--- src/rtl/tdm_map_pkg.sv ---
package tdm_map_pkg;
  localparam int unsigned BYTE_W    = 8;
  localparam int unsigned NUM_CHANS = 4;
  localparam int unsigned CH_B1     = 0;
  localparam int unsigned CH_B2     = 1;
  localparam int unsigned CH_CTL    = 2;
  localparam int unsigned CH_SIG    = 3;

  typedef struct packed {
    logic              dual;
    logic              order;
    logic              swap;
    logic [BYTE_W-1:0] b1;
    logic [BYTE_W-1:0] b2;
    logic [BYTE_W-1:0] ctl;
    logic [BYTE_W-1:0] sig;
  } frame_cfg_t;
endpackage

--- src/rtl/tdm_frame_timer.sv ---
module tdm_frame_timer import tdm_map_pkg::*; #(
  parameter int unsigned SLOTS       = 32,
  parameter int unsigned DELAY_SLOTS = 1,
  localparam int unsigned FRAME_LEN  = SLOTS * BYTE_W,
  localparam int unsigned POS_W      = $clog2(FRAME_LEN)
) (
  input  logic             clk,
  input  logic             rst_n,
  input  logic             fp_in,
  output logic             frame_start,
  output logic             synced,
  output logic [POS_W-1:0] pos_next,
  output logic             fp_out
);
  localparam logic [POS_W-1:0] LAST_POS = POS_W'(FRAME_LEN - 1);
  localparam logic [POS_W-1:0] DLY_POS  = POS_W'(DELAY_SLOTS * BYTE_W - 1);

  logic [POS_W-1:0] pos_q;
  logic             synced_q;
  logic             fp_out_q;

  always_comb begin
    frame_start = fp_in;
    synced      = synced_q | fp_in;
    if (fp_in)                 pos_next = '0;
    else if (pos_q == LAST_POS) pos_next = '0;
    else                       pos_next = pos_q + POS_W'(1);
  end

  always_ff @(posedge clk or negedge rst_n) begin
    if (!rst_n) begin
      pos_q    <= '0;
      synced_q <= 1'b0;
      fp_out_q <= 1'b0;
    end else begin
      pos_q    <= pos_next;
      synced_q <= synced;
      fp_out_q <= synced && (pos_next == DLY_POS);
    end
  end

  assign fp_out = fp_out_q;
endmodule

--- src/rtl/tdm_tx_stage.sv ---
module tdm_tx_stage import tdm_map_pkg::*; #(
  parameter logic [BYTE_W-1:0] IDLE_BYTE = {BYTE_W{1'b1}}
) (
  input  logic              clk,
  input  logic              rst_n,
  input  logic              frame_start,
  input  logic              mode_dual,
  input  logic              mode_order,
  input  logic              bswap,
  input  logic              tx_valid,
  output logic              tx_ready,
  input  logic [BYTE_W-1:0] tx_b1,
  input  logic [BYTE_W-1:0] tx_b2,
  input  logic [BYTE_W-1:0] tx_ctl,
  input  logic [BYTE_W-1:0] tx_sig,
  output frame_cfg_t        cfg_eff
);
  logic                        hold_full_q;
  logic [NUM_CHANS*BYTE_W-1:0] hold_q;
  frame_cfg_t                  act_q;
  frame_cfg_t                  act_new;
  logic                        accept;

  always_comb begin
    tx_ready      = !hold_full_q;
    accept        = tx_valid && !hold_full_q;
    act_new.dual  = mode_dual;
    act_new.order = mode_order;
    act_new.swap  = bswap;
    if (hold_full_q) begin
      act_new.b1  = hold_q[CH_B1*BYTE_W +: BYTE_W];
      act_new.b2  = hold_q[CH_B2*BYTE_W +: BYTE_W];
      act_new.ctl = hold_q[CH_CTL*BYTE_W +: BYTE_W];
      act_new.sig = hold_q[CH_SIG*BYTE_W +: BYTE_W];
    end else begin
      act_new.b1  = IDLE_BYTE;
      act_new.b2  = IDLE_BYTE;
      act_new.ctl = IDLE_BYTE;
      act_new.sig = IDLE_BYTE;
    end
    cfg_eff = frame_start ? act_new : act_q;
  end

  always_ff @(posedge clk or negedge rst_n) begin
    if (!rst_n) begin
      hold_full_q <= 1'b0;
      hold_q      <= '0;
      act_q       <= '0;
    end else begin
      if (frame_start) act_q <= act_new;
      if (accept) begin
        hold_q      <= {tx_sig, tx_ctl, tx_b2, tx_b1};
        hold_full_q <= 1'b1;
      end else if (frame_start) begin
        hold_full_q <= 1'b0;
      end
    end
  end
endmodule

--- src/rtl/tdm_lane.sv ---
module tdm_lane import tdm_map_pkg::*; #(
  parameter int unsigned SLOTS   = 32,
  parameter int unsigned SLOT_LO = 0,
  parameter int unsigned SLOT_HI = 16,
  localparam int unsigned POS_W  = $clog2(SLOTS * BYTE_W),
  localparam int unsigned BIT_W  = $clog2(BYTE_W),
  localparam int unsigned SLOT_W = POS_W - BIT_W
) (
  input  logic              clk,
  input  logic              rst_n,
  input  logic              synced,
  input  logic              enable,
  input  logic [POS_W-1:0]  pos_next,
  input  logic [BYTE_W-1:0] byte_lo,
  input  logic [BYTE_W-1:0] byte_hi,
  input  logic              ser_in,
  output logic              ser_out,
  output logic              ser_oe,
  output logic              cap_lo,
  output logic              cap_hi,
  output logic [BYTE_W-1:0] cap_byte
);
  logic [SLOT_W-1:0] slot;
  logic [BIT_W-1:0]  bidx;
  logic              own_lo, own_hi, last_bit, tx_bit;
  logic [BYTE_W-1:0] sel_byte;
  logic [BYTE_W-2:0] shift_q;
  logic              out_q, oe_q;

  always_comb begin
    slot     = pos_next[POS_W-1:BIT_W];
    bidx     = pos_next[BIT_W-1:0];
    own_lo   = synced && enable && (slot == SLOT_W'(SLOT_LO));
    own_hi   = synced && enable && (slot == SLOT_W'(SLOT_HI));
    sel_byte = own_hi ? byte_hi : byte_lo;
    tx_bit   = sel_byte[BIT_W'(BYTE_W-1) - bidx];
    last_bit = (bidx == BIT_W'(BYTE_W-1));
    cap_lo   = own_lo && last_bit;
    cap_hi   = own_hi && last_bit;
    cap_byte = {shift_q, ser_in};
  end

  always_ff @(posedge clk or negedge rst_n) begin
    if (!rst_n) begin
      shift_q <= '0;
      out_q   <= 1'b0;
      oe_q    <= 1'b0;
    end else begin
      shift_q <= cap_byte[BYTE_W-2:0];
      out_q   <= (own_lo || own_hi) && tx_bit;
      oe_q    <= own_lo || own_hi;
    end
  end

  assign ser_out = out_q;
  assign ser_oe  = oe_q;
endmodule

--- src/rtl/tdm_slot_mapper.sv ---
module tdm_slot_mapper import tdm_map_pkg::*; #(
  parameter int unsigned SLOTS             = 32,
  parameter int unsigned SLOT_LO           = 0,
  parameter int unsigned SLOT_HI           = 16,
  parameter int unsigned CHAIN_DELAY_SLOTS = 1,
  parameter logic [BYTE_W-1:0] IDLE_BYTE   = {BYTE_W{1'b1}}
) (
  input  logic                        clk,
  input  logic                        rst_n,
  input  logic                        fp_in,
  output logic                        fp_out,
  input  logic                        mode_dual,
  input  logic                        mode_order,
  input  logic                        bswap,
  input  logic                        tx_valid,
  output logic                        tx_ready,
  input  logic [BYTE_W-1:0]           tx_b1,
  input  logic [BYTE_W-1:0]           tx_b2,
  input  logic [BYTE_W-1:0]           tx_ctl,
  input  logic [BYTE_W-1:0]           tx_sig,
  input  logic                        ser_data_in,
  output logic                        ser_data_out,
  output logic                        ser_data_oe,
  input  logic                        ser_ctl_in,
  output logic                        ser_ctl_out,
  output logic                        ser_ctl_oe,
  output logic [NUM_CHANS-1:0]        rx_strobe,
  output logic [NUM_CHANS*BYTE_W-1:0] rx_bytes
);
  localparam int unsigned POS_W = $clog2(SLOTS * BYTE_W);
  localparam int unsigned LANES = 2;

  logic             frame_start, synced;
  logic [POS_W-1:0] pos_next;
  frame_cfg_t       cfg;

  tdm_frame_timer #(.SLOTS(SLOTS), .DELAY_SLOTS(CHAIN_DELAY_SLOTS)) u_timer (
    .clk(clk), .rst_n(rst_n), .fp_in(fp_in), .frame_start(frame_start),
    .synced(synced), .pos_next(pos_next), .fp_out(fp_out)
  );

  tdm_tx_stage #(.IDLE_BYTE(IDLE_BYTE)) u_tx (
    .clk(clk), .rst_n(rst_n), .frame_start(frame_start),
    .mode_dual(mode_dual), .mode_order(mode_order), .bswap(bswap),
    .tx_valid(tx_valid), .tx_ready(tx_ready),
    .tx_b1(tx_b1), .tx_b2(tx_b2), .tx_ctl(tx_ctl), .tx_sig(tx_sig),
    .cfg_eff(cfg)
  );

  logic              lane_en  [LANES];
  logic [BYTE_W-1:0] lane_lo  [LANES];
  logic [BYTE_W-1:0] lane_hi  [LANES];
  logic              lane_in  [LANES];
  logic              lane_out [LANES];
  logic              lane_oe  [LANES];
  logic              lane_clo [LANES];
  logic              lane_chi [LANES];
  logic [BYTE_W-1:0] lane_cap [LANES];

  always_comb begin
    lane_en[0] = 1'b1;
    lane_lo[0] = cfg.swap ? cfg.b2 : cfg.b1;
    lane_hi[0] = cfg.swap ? cfg.b1 : cfg.b2;
    lane_in[0] = ser_data_in;
    lane_en[1] = cfg.dual;
    lane_lo[1] = cfg.order ? cfg.sig : cfg.ctl;
    lane_hi[1] = cfg.order ? cfg.ctl : cfg.sig;
    lane_in[1] = ser_ctl_in;
  end

  for (genvar g = 0; g < LANES; g++) begin : g_lane
    tdm_lane #(.SLOTS(SLOTS), .SLOT_LO(SLOT_LO), .SLOT_HI(SLOT_HI)) u_lane (
      .clk(clk), .rst_n(rst_n), .synced(synced), .enable(lane_en[g]),
      .pos_next(pos_next), .byte_lo(lane_lo[g]), .byte_hi(lane_hi[g]),
      .ser_in(lane_in[g]), .ser_out(lane_out[g]), .ser_oe(lane_oe[g]),
      .cap_lo(lane_clo[g]), .cap_hi(lane_chi[g]), .cap_byte(lane_cap[g])
    );
  end

  assign ser_data_out = lane_out[0];
  assign ser_data_oe  = lane_oe[0];
  assign ser_ctl_out  = lane_out[1];
  assign ser_ctl_oe   = lane_oe[1];

  logic [NUM_CHANS-1:0] chan_hit;

  always_comb begin
    chan_hit[CH_B1]  = (lane_clo[0] && !cfg.swap)  || (lane_chi[0] && cfg.swap);
    chan_hit[CH_B2]  = (lane_chi[0] && !cfg.swap)  || (lane_clo[0] && cfg.swap);
    chan_hit[CH_CTL] = (lane_clo[1] && !cfg.order) || (lane_chi[1] && cfg.order);
    chan_hit[CH_SIG] = (lane_chi[1] && !cfg.order) || (lane_clo[1] && cfg.order);
  end

  for (genvar k = 0; k < NUM_CHANS; k++) begin : g_chan
    always_ff @(posedge clk or negedge rst_n) begin
      if (!rst_n) begin
        rx_strobe[k]                  <= 1'b0;
        rx_bytes[k*BYTE_W +: BYTE_W]  <= '0;
      end else begin
        rx_strobe[k] <= chan_hit[k];
        if (chan_hit[k]) rx_bytes[k*BYTE_W +: BYTE_W] <= lane_cap[k/2];
      end
    end
  end
endmodule

--- config.mk ---
export PLATFORM = sky130hd
export DESIGN_NAME = tdm_slot_mapper
export DESIGN_NICKNAME = d
export VERILOG_FILES = /design/src/rtl/tdm_map_pkg.sv /design/src/rtl/tdm_frame_timer.sv /design/src/rtl/tdm_tx_stage.sv /design/src/rtl/tdm_lane.sv /design/src/rtl/tdm_slot_mapper.sv
export SDC_FILE = /design/constraint.sdc
export NUM_CORES = 1
export LEC_CHECK = 0
export ABC_AREA = 1
export BUFFER_PORTS_ARGS = -buffer_cell sky130_fd_sc_hd__buf_2
export CAP_MARGIN = 20
export CORE_MARGIN = 2
export CORE_UTILIZATION = 54
export CTS_CLUSTER_DIAMETER = 150
export DETAILED_ROUTE_END_ITERATION = 8
export HOLD_SLACK_MARGIN = 0.15
export PLACE_DENSITY = 0.79
export SLEW_MARGIN = 20
export SYNTH_ARGS = -nofsm -noshare
export SYNTH_HDL_FRONTEND = slang
export SYNTH_SLANG_ARGS = --single-unit
--- constraint.sdc ---
create_clock -name clk -period 6.2 [get_ports clk]
set_input_delay 0.31 -clock clk [delete_from_list [all_inputs] [get_ports clk]]
set_output_delay 0.31 -clock clk [all_outputs]
set_load 0.02 [all_outputs]
# Word-level counts from Yosys, hierarchy flattened

Cells that the tools add are included.

Output and inout bits: 42
Bits in registers: 132
Bits of input ports: 41

Reductions and logical operators: 32
Bitwise operators: 1
Add/subtract/negate cells: 2
Magnitude comparators: 1
Multiplexer cells: 16
Equal/unequal tests: 4

Operators by type and width:

| kind                                                        | number |
|---|---|
| two-way mux 8 bit                                           | 8 |
| two-way mux 35 bit                                          | 1 |
| two-way mux 32 bit                                          | 1 |
| logical AND 1 bit                                           | 21 |
| adder 8 x 1 -> 8 bit (second input constant)                | 1 |
| == test 8 x 3 -> 1 bit (second input constant)              | 1 |
| == test 8 bit (second input constant)                       | 1 |
| binary-select mux 1 bit (select 3 bit)                      | 2 |
| logical OR 1 bit                                            | 6 |
| == test 5 bit (second input constant)                       | 1 |
| zero test 5 bit                                             | 1 |
| less-than comparator 3 x 4 -> 1 bit (second input constant) | 1 |
| two-way mux 1 bit                                           | 4 |
| == test 3 bit (second input constant)                       | 1 |
| zero test 1 bit                                             | 3 |
| subtractor 3 bit (first input constant)                     | 1 |
| nonzero test 2 bit                                          | 1 |
| OR 1 bit                                                    | 1 |

# Depth between registers and ports, before layout

Gate-level depths: netlist (run 1).

Depth after elaboration: 9
Mapped depth: 16
Depth with buffers taken out: 16

# Modules after synthesis

Synthesis (run 1) repeated with hierarchy kept, for this count alone.

Cells, all modules: 807
Area total of the unflattened synthesis: 6,406.1 µm²

By module, submodules not included:

| module          | cells each | area each (µm²) | instances | sequential area each (µm²) |
|---|---|---|---|---|
| tdm_tx_stage    | 358        | 2,944.1         | 1         | 1,701.6 |
| tdm_slot_mapper | 247        | 1,880.6         | 1         | 900.9 |
| tdm_lane        | 68         | 521.8           | 2         | 225.2 |
| tdm_frame_timer | 66         | 538.0           | 1         | 250.2 |

# Worst setup path before layout (run 1)

Ideal clock, no wire load.

Kind: reg-to-reg
From: register u_timer.pos_q[0]
To: register rx_bytes[22]
Data required time: 6.082 ns
Arrival: 2.157 ns
Stages on the path, launching flop included: 17
Setup time: 0.118 ns
Slack: 3.925 ns
Cells stage by stage: dfrtp_1 > ha_1 > nand2_2 > nor2_1 > nand2_2 > nand2_8 > nor2_4 > nand2_4 > nor2_8 > inv_4 > nor2_1 > nand3_1 > and2_1 > buf_6 > buf_6 > nand2_2 > o21ai_2

Elaborated cells on any way between the ends: 14

RTL lines:

| item                                                  | RTL line                                     | RTL |
|---|---|---|
| from (decl)                                           | tdm_frame_timer.sv:18                        | `logic [POS_W-1:0] pos_q;` |
| from (signal assigned)                                | tdm_frame_timer.sv:36                        | `pos_q <= pos_next;` |
| adder 8 x 1 -> 8 bit or == test 8 bit (tied branches) | tdm_frame_timer.sv:27, tdm_frame_timer.sv:26 |  |
| two-way mux 8 bit (*)                                 | tdm_frame_timer.sv:26                        | `else if (pos_q == LAST_POS) pos_next = '0;` |
| two-way mux 8 bit (*)                                 | tdm_frame_timer.sv:25                        | `if (fp_in) pos_next = '0;` |
| via g_lane[0].u_lane.pos_next[0]                      | tdm_lane.sv:13                               | `input logic [POS_W-1:0] pos_next,` |
| == test 3 bit (*)                                     | tdm_lane.sv:37                               | `last_bit = (bidx == BIT_W'(BYTE_W-1));` |
| logical AND 1 bit (on tied branches)                  | tdm_lane.sv:38, tdm_lane.sv:39               |  |
| logical AND 1 bit                                     | tdm_slot_mapper.sv:90                        | `chan_hit[CH_CTL] = (lane_clo[1] && !cfg.order) \|\| (lane_chi[1] && cfg.order);` |
| logical OR 1 bit (*)                                  | tdm_slot_mapper.sv:90                        |  |
| to (signal, indexed assignment)                       | tdm_slot_mapper.sv:101                       | `if (chan_hit[k]) rx_bytes[k*BYTE_W +: BYTE_W] <= lane_cap[k/2];` |
| to (decl)                                             | tdm_slot_mapper.sv:28                        | `output logic [NUM_CHANS*BYTE_W-1:0] rx_bytes` |

Mark *: on every way through the listed nets, which the timed path passes. The rest lies on a longest branch.
A chain may end at the register's enable or synchronous reset.

# Final worst setup path (run 1)

From: register u_timer.pos_q[0]
To: register rx_bytes[19]

Cells in the longest elaborated chain, start to end: 8
Elaborated cells on any way between the ends: 14

Ends and longest elaborated chain:

| item                                                  | RTL line |
|---|---|
| adder 8 x 1 -> 8 bit or == test 8 bit (tied branches) | tdm_frame_timer.sv:27, tdm_frame_timer.sv:26 |
| two-way mux 8 bit (*)                                 | tdm_frame_timer.sv:26 |
| two-way mux 8 bit (*)                                 | tdm_frame_timer.sv:25 |
| == test 5 bit or zero test 5 bit (tied branches)      | tdm_lane.sv:34, tdm_lane.sv:33 |
| logical AND 1 bit (on tied branches)                  | tdm_lane.sv:34, tdm_lane.sv:33 |
| logical AND 1 bit (on tied branches)                  | tdm_lane.sv:39, tdm_lane.sv:38 |
| logical AND 1 bit                                     | tdm_slot_mapper.sv:90 |
| logical OR 1 bit (*)                                  | tdm_slot_mapper.sv:90 |

Every way passes the cells marked *; elsewhere a longest branch is shown, timed or not.

==> out/qor.yml, run 1 <==
critical_path:
  end_kind: "flip-flop"
  crit_type: "reg2reg"
  r2r_start: "u_timer.pos_q[0]"
  crit_fanout: 17
  critical_path_required_ns: 6.58
  critical_path.startpoint_type: "flip-flop"
  arrival_ns: 3.41
  critPathLaunch: "u_timer.pos_q[0]"
timing:
  max_freq_ghz: 0.330
  hold_viol: 0
  fin_skew_ns: 0.00451
  fin_tns_setup_ns: 0
  final_max_slew_viol_count: 0
  tightest_slew_ns: 0.979
  setup_viol_count_final: 0
  maxSlewHeadroom_pct: 34.8
  layout_min_cycle_time_ns: 3.03
  rsz0062_at_grt: "no"
  period_share_pct: 48.8
grt:
  grt_max_degree: 81
  grt_usage_pct: 22.8
  grt_pass1_vias: 4399
  grt_pass1_wl_microns: 20700
  grt_overflow_total: 0
  grt_antenna_before_repair: 0
synth:
  ys_seq_elements: 132
  synth_flop_cell: "dfrtp_1"
  synth_edf_count: 0
  synthTopCellsByCount: "dfrtp_1, nand2_1, inv_1"
  yosys_warnings: 0
  yosysMostFrequentCell: "dfrtp_1"
  netlist_instances: 577
  syn_area_per_cell_sq_um: 10.1
  synth_area_leaders: "dfrtp_1, nand2_1, mux2_2"
  syn_nets: 619
  ys_types: 40
  syn_area_sq_um: 5850
  synth_top_area_cell: "dfrtp_1"
  async_flop_share_pct: 100
  yosysSeqAreaShare_pct: 56.5
  synth_top_area_share_pct: 56.5
die:
  die_width_microns: 108
  core_area_sq_um: 10700
  rows: 38
  die_area_sq_um: 11700
  dieHeight_microns: 108
  pin_count: 83
  start_util_pct: 54.7
power_and_ir_drop:
  power.switching_w: 0.000634
  clock_power_share_pct: 40.3
  swShare_pct: 27.5
  power_frac_comb_pct: 15.0
  vdd_drop_max_mv: 0.188
  p_leak_nw: 3.43
  power_density_nw_per_um2: 318
  seqPwrFrac_pct: 44.7
  power_w: 0.00230
  p_int_w: 0.00167
run_status:
  outcome: "complete, no violations"
worst_hold_path:
  hold_start: "mode_dual"
  hold_class: "in2reg"
clocking:
  worst_skew_pair.late_latency_ns: 0.52
  clock_sinks: 132
  cts_hold_buffers: 35
  cts_buffers: 17
  postCtsSetupRepairBufs: 0
  cts_tree: "built"
  htreeDepth: 4
  clock-root-buffer: "clkbuf_8"
  clock_path_buffers: 2
  cts_resized: 0
  path_clk_slew_ns: 0.06
final_layout:
  multi_input_comb_area_sq_um: 2130
  fillers: 797
  regArea_sq_um: 3300
  diodes: 0
  drive_above_1_share_pct: 30.1
  syn2layout_area_growth_pct: 23.6
  nets: 733
flow_run:
  cap_violations: 0
detailed_routing:
  vias_per_cell: 5.22
  dr.pass1.iters: 4
  drc: 0
  drtAntennaViolNets: 0
  vias: 4406
  routed_wl_microns: 12500
  drt_iter0_markers: 262
  wl_per_cell_microns: 14.8
placement:
  port_buffers: 82
  finalWeightedCongestion: 0.840
  dp_hpwl_microns: 8000
## cells in the final DEF (no fill, tap or decap), drive strengths merged, types with 2 or more instances in the layout
cell type,count
dfrtp,132
nand2,128
buf,85
inv,76
o21ai,66
dlygate4sd3,35
mux2,32
nand3,30
nor2,30
o22ai,21
clkbuf,18
o22a,11
nand3b,6
nand4,5
clkinv,5
a21oi,4
clkinvlp,4
o21bai,3
or2,3
o21a,2
and2,2
## power groups by stage
| stage | Clock, W | Combinational [W] | Sequential (W) |
|---|---|---|---|
| after floorplan | 0 | 0.000212 | 0.00105 |
| after global placement | 0 | 0.000312 | 0.00104 |
| after detailed placement | 0 | 0.000325 | 0.00104 |
| after CTS | 0.000944 | 0.000345 | 0.00103 |
| after global routing | 0.000984 | 0.000387 | 0.00104 |
| final | 0.000927 | 0.000346 | 0.00103 |
## metal layers
metal  share of wire (%)  wire length (microns)  track usage [%]  vias to the layer above
met5                   0                      0                0                        -
met2                  52                   6470             37.8                      104
met1                  41                   5170             28.1                     2152
met4                 2.1                    266             10.4                        0
met3                 4.5                    556             5.67                       29
li1                    -                      -                -                     2121
## kinds of logic after synthesis
group | Yosys count | synth area share (%)
and+or+nand+nor | 206 | 17.4
DFF | 132 | 56.5
AOI/OAI and AO/OA | 108 | 12.4
buffers and inverters | 97 | 7.16
muxes | 32 | 6.16
xor gates and xnor gates | 1 | 0.150
adders and majority gates | 1 | 0.214
## state kept, by name (all words and copies together) (netlist names)
signal,flops
u_timer.synced_q,1
rx_strobe,4
g_lane.u_lane.ser_out,2
u_tx.hold_full_q,1
u_timer.pos_q,8
u_timer.fp_out,1
g_lane.u_lane.ser_oe,2
rx_bytes,32
g_lane.u_lane.shift_q,14
u_tx.act_q,35
u_tx.hold_q,32
## final cells by class
class                      count  share of cell area, %
timing repair buffer         120                   11.0
tap                          140                   2.42
clock inverter                14                   1.77
inverter                      72                   3.79
sequential                   132                   45.7
clock buffer                  18                   5.92
multi-input combinational    348                   29.4
## metrics by stage
stage | cell area, sq um | utilization, % | hold slack [ns] | setup WS (ns) | std cells
final | 7230 | 67.6 | 0.241 | 3.17 | 844
after global placement | 6310 | 59.0 | 0.358 | 3.11 | 776
after CTS | 7210 | 67.4 | 0.198 | 3.19 | 843
after floorplan | 5850 | - | 0.0144 | 3.92 | 577
after global routing | 7230 | 67.6 | 0.231 | 2.98 | 844
after detailed placement | 6310 | 59.0 | 0.361 | 3.01 | 776
## critical path: stages (launching register included)
cell and delay [ns]:
dfrtp_1 0.47, ha_1 0.24, nand2_2 0.09, nor2_2 0.19
nand3_2 0.09, nand3_1 0.14, nand3_1 0.10, nor2_2 0.46
inv_2 0.13, nor2_2 0.19, nand3_1 0.09, and2_1 0.42
nand2_1 0.20, o21ai_2 0.07
## worst paths after layout
kind                                               end  slack (ns)  depth (start not counted)
max                                       rx_bytes[19]        3.17                         13
min                                     u_tx.act_q[34]        0.24                          4
max reg2reg                               rx_bytes[19]        3.17                         13
min reg2reg                g_lane[1].u_lane.shift_q[1]        0.38                          0
max in group asynchronous                 rx_bytes[29]        4.42                          3
min in group asynchronous              u_tx.hold_q[11]        0.36                          2
(Power assumes the default switching activity.)
==> run 2, diff against run 1 <==
- clock period: 6.2 -> 3 ns (I/O delays scaled with it)
==> run 2 against run 1 <==
Effect of this change:
- combinational power grew 110%
- cell count grew 0.59%
- core utilization grew 0.56 points
- clock power grew 110%
- worst setup slack lost 3.0 ns
- critical path depth is the same
- worst hold slack lost 0.062 ns
- non-clock buffer count grew 7
- critical path type unchanged
- largest cell class unchanged
==> out/qor.yml, run 2 (synthesis gave the netlist of run 1 again) <==
run_status:
  outcome: "complete, no violations"
power_and_ir_drop:
  swShare_pct: 26.8
  seqPwrFrac_pct: 44.5
  power_w: 0.00477
  p_int_w: 0.00349
  vdd_drop_max_mv: 0.386
  clock_power_share_pct: 40.2
  power_density_nw_per_um2: 655
  p_leak_nw: 3.46
  power_frac_comb_pct: 15.3
  power.switching_w: 0.00128
clocking:
  clock-root-buffer: "clkbuf_8"
  htreeDepth: 4
  cts_tree: "built"
  worst_skew_pair.late_latency_ns: 0.53
  cts_buffers: 17
  clock_sinks: 132
  cts_resized: 0
  clock_path_buffers: 2
  path_clk_slew_ns: 0.06
  cts_hold_buffers: 37
  postCtsSetupRepairBufs: 0
timing:
  holdWs_ns: 0.179
  max_freq_ghz: 0.357
  worst_slack_ns: 0.199
  hold_viol: 0
  setup_viol_count_final: 0
  layout_min_cycle_time_ns: 2.80
  rsz0062_at_grt: "no"
  tightest_slew_ns: 0.812
  maxSlewHeadroom_pct: 45.9
  fin_skew_ns: 0.00525
  period_share_pct: 93.4
  final_max_slew_viol_count: 0
  fin_tns_setup_ns: 0
critical_path:
  cp_top_family: "simple AND/OR/NAND/NOR gates"
  crit_chain: "ha_1, nand2_2, nor2_1, nand2_2, nand2_8, nor2_2, nor2_4, nand4_4, clkinv_2, nand3_2, and2_1, nand2_1, o21ai_2"
  critical_path.startpoint_type: "flip-flop"
  r2r_slack_ns: 0.20
  arrival_ns: 3.25
  path_buf_inv: 1
  crit_type: "reg2reg"
  end_kind: "flip-flop"
  crit_fanout: 17
  cp_slowest_cell: "and2_1"
  crit_cells: 13
  max_stage_delay_ns: 0.65
  critPathLaunch: "u_timer.pos_q[0]"
  cp_common_cell: "nand2_2"
  r2r_cells: 13
  r2r_start: "u_timer.pos_q[0]"
  critical_path_required_ns: 3.45
die:
  die_area_sq_um: 11700
  rows: 38
  core_area_sq_um: 10700
  dieHeight_microns: 108
  die_width_microns: 108
  start_util_pct: 54.7
  pin_count: 83
final_layout:
  fillers: 811
  diodes: 0
  layout_commonest_cell: "dfrtp_1"
  regMostFlops: "u_tx.act_q"
  syn2layout_area_growth_pct: 24.6
  largest_reg_flops: 35
  largestRegisters: "u_tx.act_q (35), rx_bytes (32), u_tx.hold_q (32)"
  mostFrequentLayoutCells: "dfrtp_1, nand2_1, buf_2"
  nets: 740
  drive_above_1_share_pct: 30.3
  utilization_pct: 68.1
detailed_routing:
  drt_iter0_markers: 220
  drtAntennaViolNets: 0
  vias_per_cell: 5.23
  dr.pass1.iters: 4
  vias: 4441
  routed_wl_microns: 12600
  wl_per_cell_microns: 14.8
  drc: 0
placement:
  finalWeightedCongestion: 0.882
  dp_slack_ns: 0.287
  dp_hpwl_microns: 8230
  port_buffers: 82
grt:
  grt_pass1_wl_microns: 21100
  grt_antenna_before_repair: 0
  grt_overflow_total: 0
  grt_usage_pct: 23.3
  grt_pass1_vias: 4581
  grt_max_degree: 57
worst_hold_path:
  hold_depth: 4
  hold_start: "tx_valid"
  hold_class: "in2reg"
flow_run:
  cap_violations: 0
==> run 2: changes by cell type in the layout (fill, tap and decap cells not counted), sizes merged <==
cell / change
clkinvlp: +1
inv: -5
clkbuf: -1
dlygate4sd3: +2
bufinv: +1
clkinv: +2
buf: +5
==> run 2: tightest hold or removal path: cells and delay by family <==
kind / cells / cell delay, ns
buffers and inverters: 2 / 0.33
AO/OA/AOI/OAI: 1 / 0.13
AND/OR/NAND/NOR: 1 / 0.04
==> run 2: final timing paths <==
path | to
max | rx_bytes[18]
min | u_tx.hold_full_q
max reg2reg | rx_bytes[18]
min reg2reg | g_lane[0].u_lane.shift_q[3]
max in group asynchronous | rx_bytes[15]
min in group asynchronous | u_tx.hold_full_q
==> run 2: routing by layer <==
metal  up-vias  routed length (microns)  track usage, %
met5         -                        0               0
met4         0                      331            12.5
met2       104                     6380            38.7
met1      2177                     5350            29.2
met3        30                      512            4.28
li1       2130                        -               -
==> run 2: final cells by class <==
class / count / area, sq um / share of cell area, %
inverters: 72 / 274 / 3.76
clock inverters: 13 / 139 / 1.91
multi-input cells: 348 / 2130 / 29.2
flip-flops and latches: 132 / 3300 / 45.3
well taps: 140 / 175 / 2.40
clock buffers: 17 / 414 / 5.68
repair buffers: 127 / 856 / 11.7
==> run 2: stage by stage <==
stage	instances	instance area [sq um]
detailed placement	782	6370
floorplan	577	5850
global placement	782	6370
finish	849	7290
global route	849	7290
CTS	849	7290
==> run 2: power groups by stage <==
stage / clock network, W / registers, W / logic (W)
2_1_floorplan: 0 / 0.00216 / 0.000439
3_3_place_gp: 0 / 0.00213 / 0.000660
3_5_place_dp: 0 / 0.00215 / 0.000687
4_1_cts: 0.00194 / 0.00212 / 0.000733
5_1_grt: 0.00202 / 0.00215 / 0.000815
6_report: 0.00192 / 0.00212 / 0.000728
==> run 3, diff against run 2 <==
==> constraint.sdc (replaced) <==
create_clock -name clk -period 3 [get_ports clk]
set_input_delay 0 -clock clk [delete_from_list [all_inputs] [get_ports clk]]
set_output_delay 0 -clock clk [all_outputs]
set_load 0.02 [all_outputs]
==> run 3 against run 2 <==
Effect of this change:
- cell area rose by 1.7%
- power rose by 0.38%
- flip-flop and latch count did not move
- fmax rose by 2.6%
- sequential share of layout area fell by 0.74 points
- clock power barely moved
- core utilization rose by 1.1 points
- sequential power barely moved
- largest cell class unchanged
==> out/qor.yml, run 3 (synthesis gave the netlist of run 1 again) <==
timing:
  final_max_slew_viol_count: 0
  rsz0062_at_grt: "no"
  period_share_pct: 91.0
  fin_tns_setup_ns: 0
  setup_viol_count_final: 0
  tightest_slew_ns: 0.927
  fin_skew_ns: 0.00782
  layout_min_cycle_time_ns: 2.73
  max_freq_ghz: 0.366
  maxSlewHeadroom_pct: 38.2
  hold_viol: 0
final_layout:
  nets: 752
  drive_above_1_share_pct: 29.6
  regMostFlops: "u_tx.act_q"
  fillers: 770
  largest_reg_flops: 35
  mostFrequentLayoutCells: "dfrtp_1, nand2_1, buf_2"
  finalInstanceArea_sq_um: 7410
  multi_input_comb_area_sq_um: 2130
  largestRegisters: "u_tx.act_q (35), rx_bytes (32), u_tx.hold_q (32)"
  diodes: 0
  layout_commonest_cell: "dfrtp_1"
  regArea_sq_um: 3300
  syn2layout_area_growth_pct: 26.7
power_and_ir_drop:
  vdd_drop_max_mv: 0.426
  power_density_nw_per_um2: 647
  p_leak_nw: 3.51
  power_w: 0.00479
clocking:
  clock_path_buffers: 2
  htreeDepth: 4
  clock-root-buffer: "clkbuf_8"
  clock_sinks: 132
  worst_skew_pair.late_latency_ns: 0.52
  postCtsSetupRepairBufs: 0
  cts_tree: "built"
  cts_buffers: 17
  path_clk_slew_ns: 0.06
detailed_routing:
  wl_per_cell_microns: 14.3
  vias_per_cell: 5.15
  drc: 0
  dr.pass1.iters: 4
  drt_iter0_markers: 249
  routed_wl_microns: 12300
  vias: 4448
  drtAntennaViolNets: 0
placement:
  port_buffers: 82
  finalWeightedCongestion: 0.899
  dpl_cell_area_sq_um: 6360
  dp_hpwl_microns: 8010
critical_path:
  r2r_start: "u_timer.pos_q[0]"
  cp_common_cell: "nand2_2"
  r2r_slack_ns: 0.27
  critical_path_required_ns: 3.44
  critical_path.startpoint_type: "flip-flop"
  r2r_cells: 13
  end_kind: "flip-flop"
  arrival_ns: 3.17
  max_stage_delay_ns: 0.64
  crit_fanout: 17
  crit_type: "reg2reg"
  crit_chain: "ha_1, nand2_2, nor2_1, nand2_2, nand2_8, nor2_2, nor2_4, nand4_4, clkinv_2, nand3_2, and2_1, nand2_1, o21ai_2"
  cp_slowest_cell: "and2_1"
  worst_r2r_endpoint: "rx_bytes[26]"
grt:
  grt_overflow_total: 0
  grt_usage_pct: 22.7
  grt_max_degree: 74
  grt_pass1_wl_microns: 20500
  grt_antenna_before_repair: 0
  grt_pass1_vias: 4392
die:
  pin_count: 83
  die_width_microns: 108
  core_area_sq_um: 10700
  dieHeight_microns: 108
  rows: 38
  start_util_pct: 54.7
  die_area_sq_um: 11700
run_status:
  outcome: "complete, no violations"
flow_run:
  cap_violations: 0
worst_hold_path:
  hold_class: "in2async"
-- run 3: what timing repair did --
action	in CTS	in global routing
gates resized for setup	0	0
hold buffers	50	0
hold endpoints to repair	125	0
-- run 3: layout make-up --
class | instances | share of cell area, %
Clock buffer | 21 | 6.06
Tap cell | 140 | 2.36
Clock inverter | 11 | 1.38
Inverter | 72 | 3.70
Sequential cell | 132 | 44.6
Multi-Input combinational cell | 348 | 28.7
Timing Repair Buffer | 139 | 13.2
-- run 3: how the worst max path moves through the flow --
stage / slack (ns) / to / from / cells past startpoint
after CTS: 0.25 / rx_bytes[26] / u_timer.pos_q[0] / 13
after floorplan: 0.72 / rx_bytes[22] / u_timer.pos_q[0] / 16
after global placement: 0.43 / rx_bytes[24] / u_timer.pos_q[0] / 13
after detailed placement: 0.28 / rx_bytes[26] / u_timer.pos_q[0] / 13
after global routing: 0.02 / rx_bytes[26] / fp_in / 10
final: 0.27 / rx_bytes[26] / u_timer.pos_q[0] / 13
-- run 3: stage by stage --
step           utilization [%]  std cells  worst slack (ns)  hold WS [ns]
4_1_cts                   69.3        863             0.254         0.183
5_1_grt                   69.3        863            0.0165         0.227
2_1_floorplan                -        577             0.725        -0.296
6_report                  69.3        863             0.269         0.152
3_5_place_dp              59.4        781             0.282         0.124
3_3_place_gp              59.4        781             0.434         0.122
-- run 3: critical path: cells and delay by family (launching register included) --
kind	cells	cell delay (ns)
adders and majority gates	1	0.27
buffers and inverters	1	0.15
DFF	1	0.46
and+or+nand+nor	10	1.70
AOI/OAI and AO/OA	1	0.09
-- run 3: per-layer routing --
metal / track usage [%] / routed length [microns] / vias to the layer above
li1: - / - / 2166
met1: 29.2 / 5520 / 2172
met2: 37.7 / 6200 / 93
met3: 5.49 / 387 / 17
met4: 7.78 / 202 / 0
met5: 0 / 0 / -
-- run 3: power breakdown --
| group | internal (W) | switching (W) | total (W) |
|---|---|---|---|
| sequential | 0.00201 | 0.000110 | 0.00212 |
| clock | 0.00114 | 0.000761 | 0.00191 |
| combinational | 0.000350 | 0.000416 | 0.000767 |
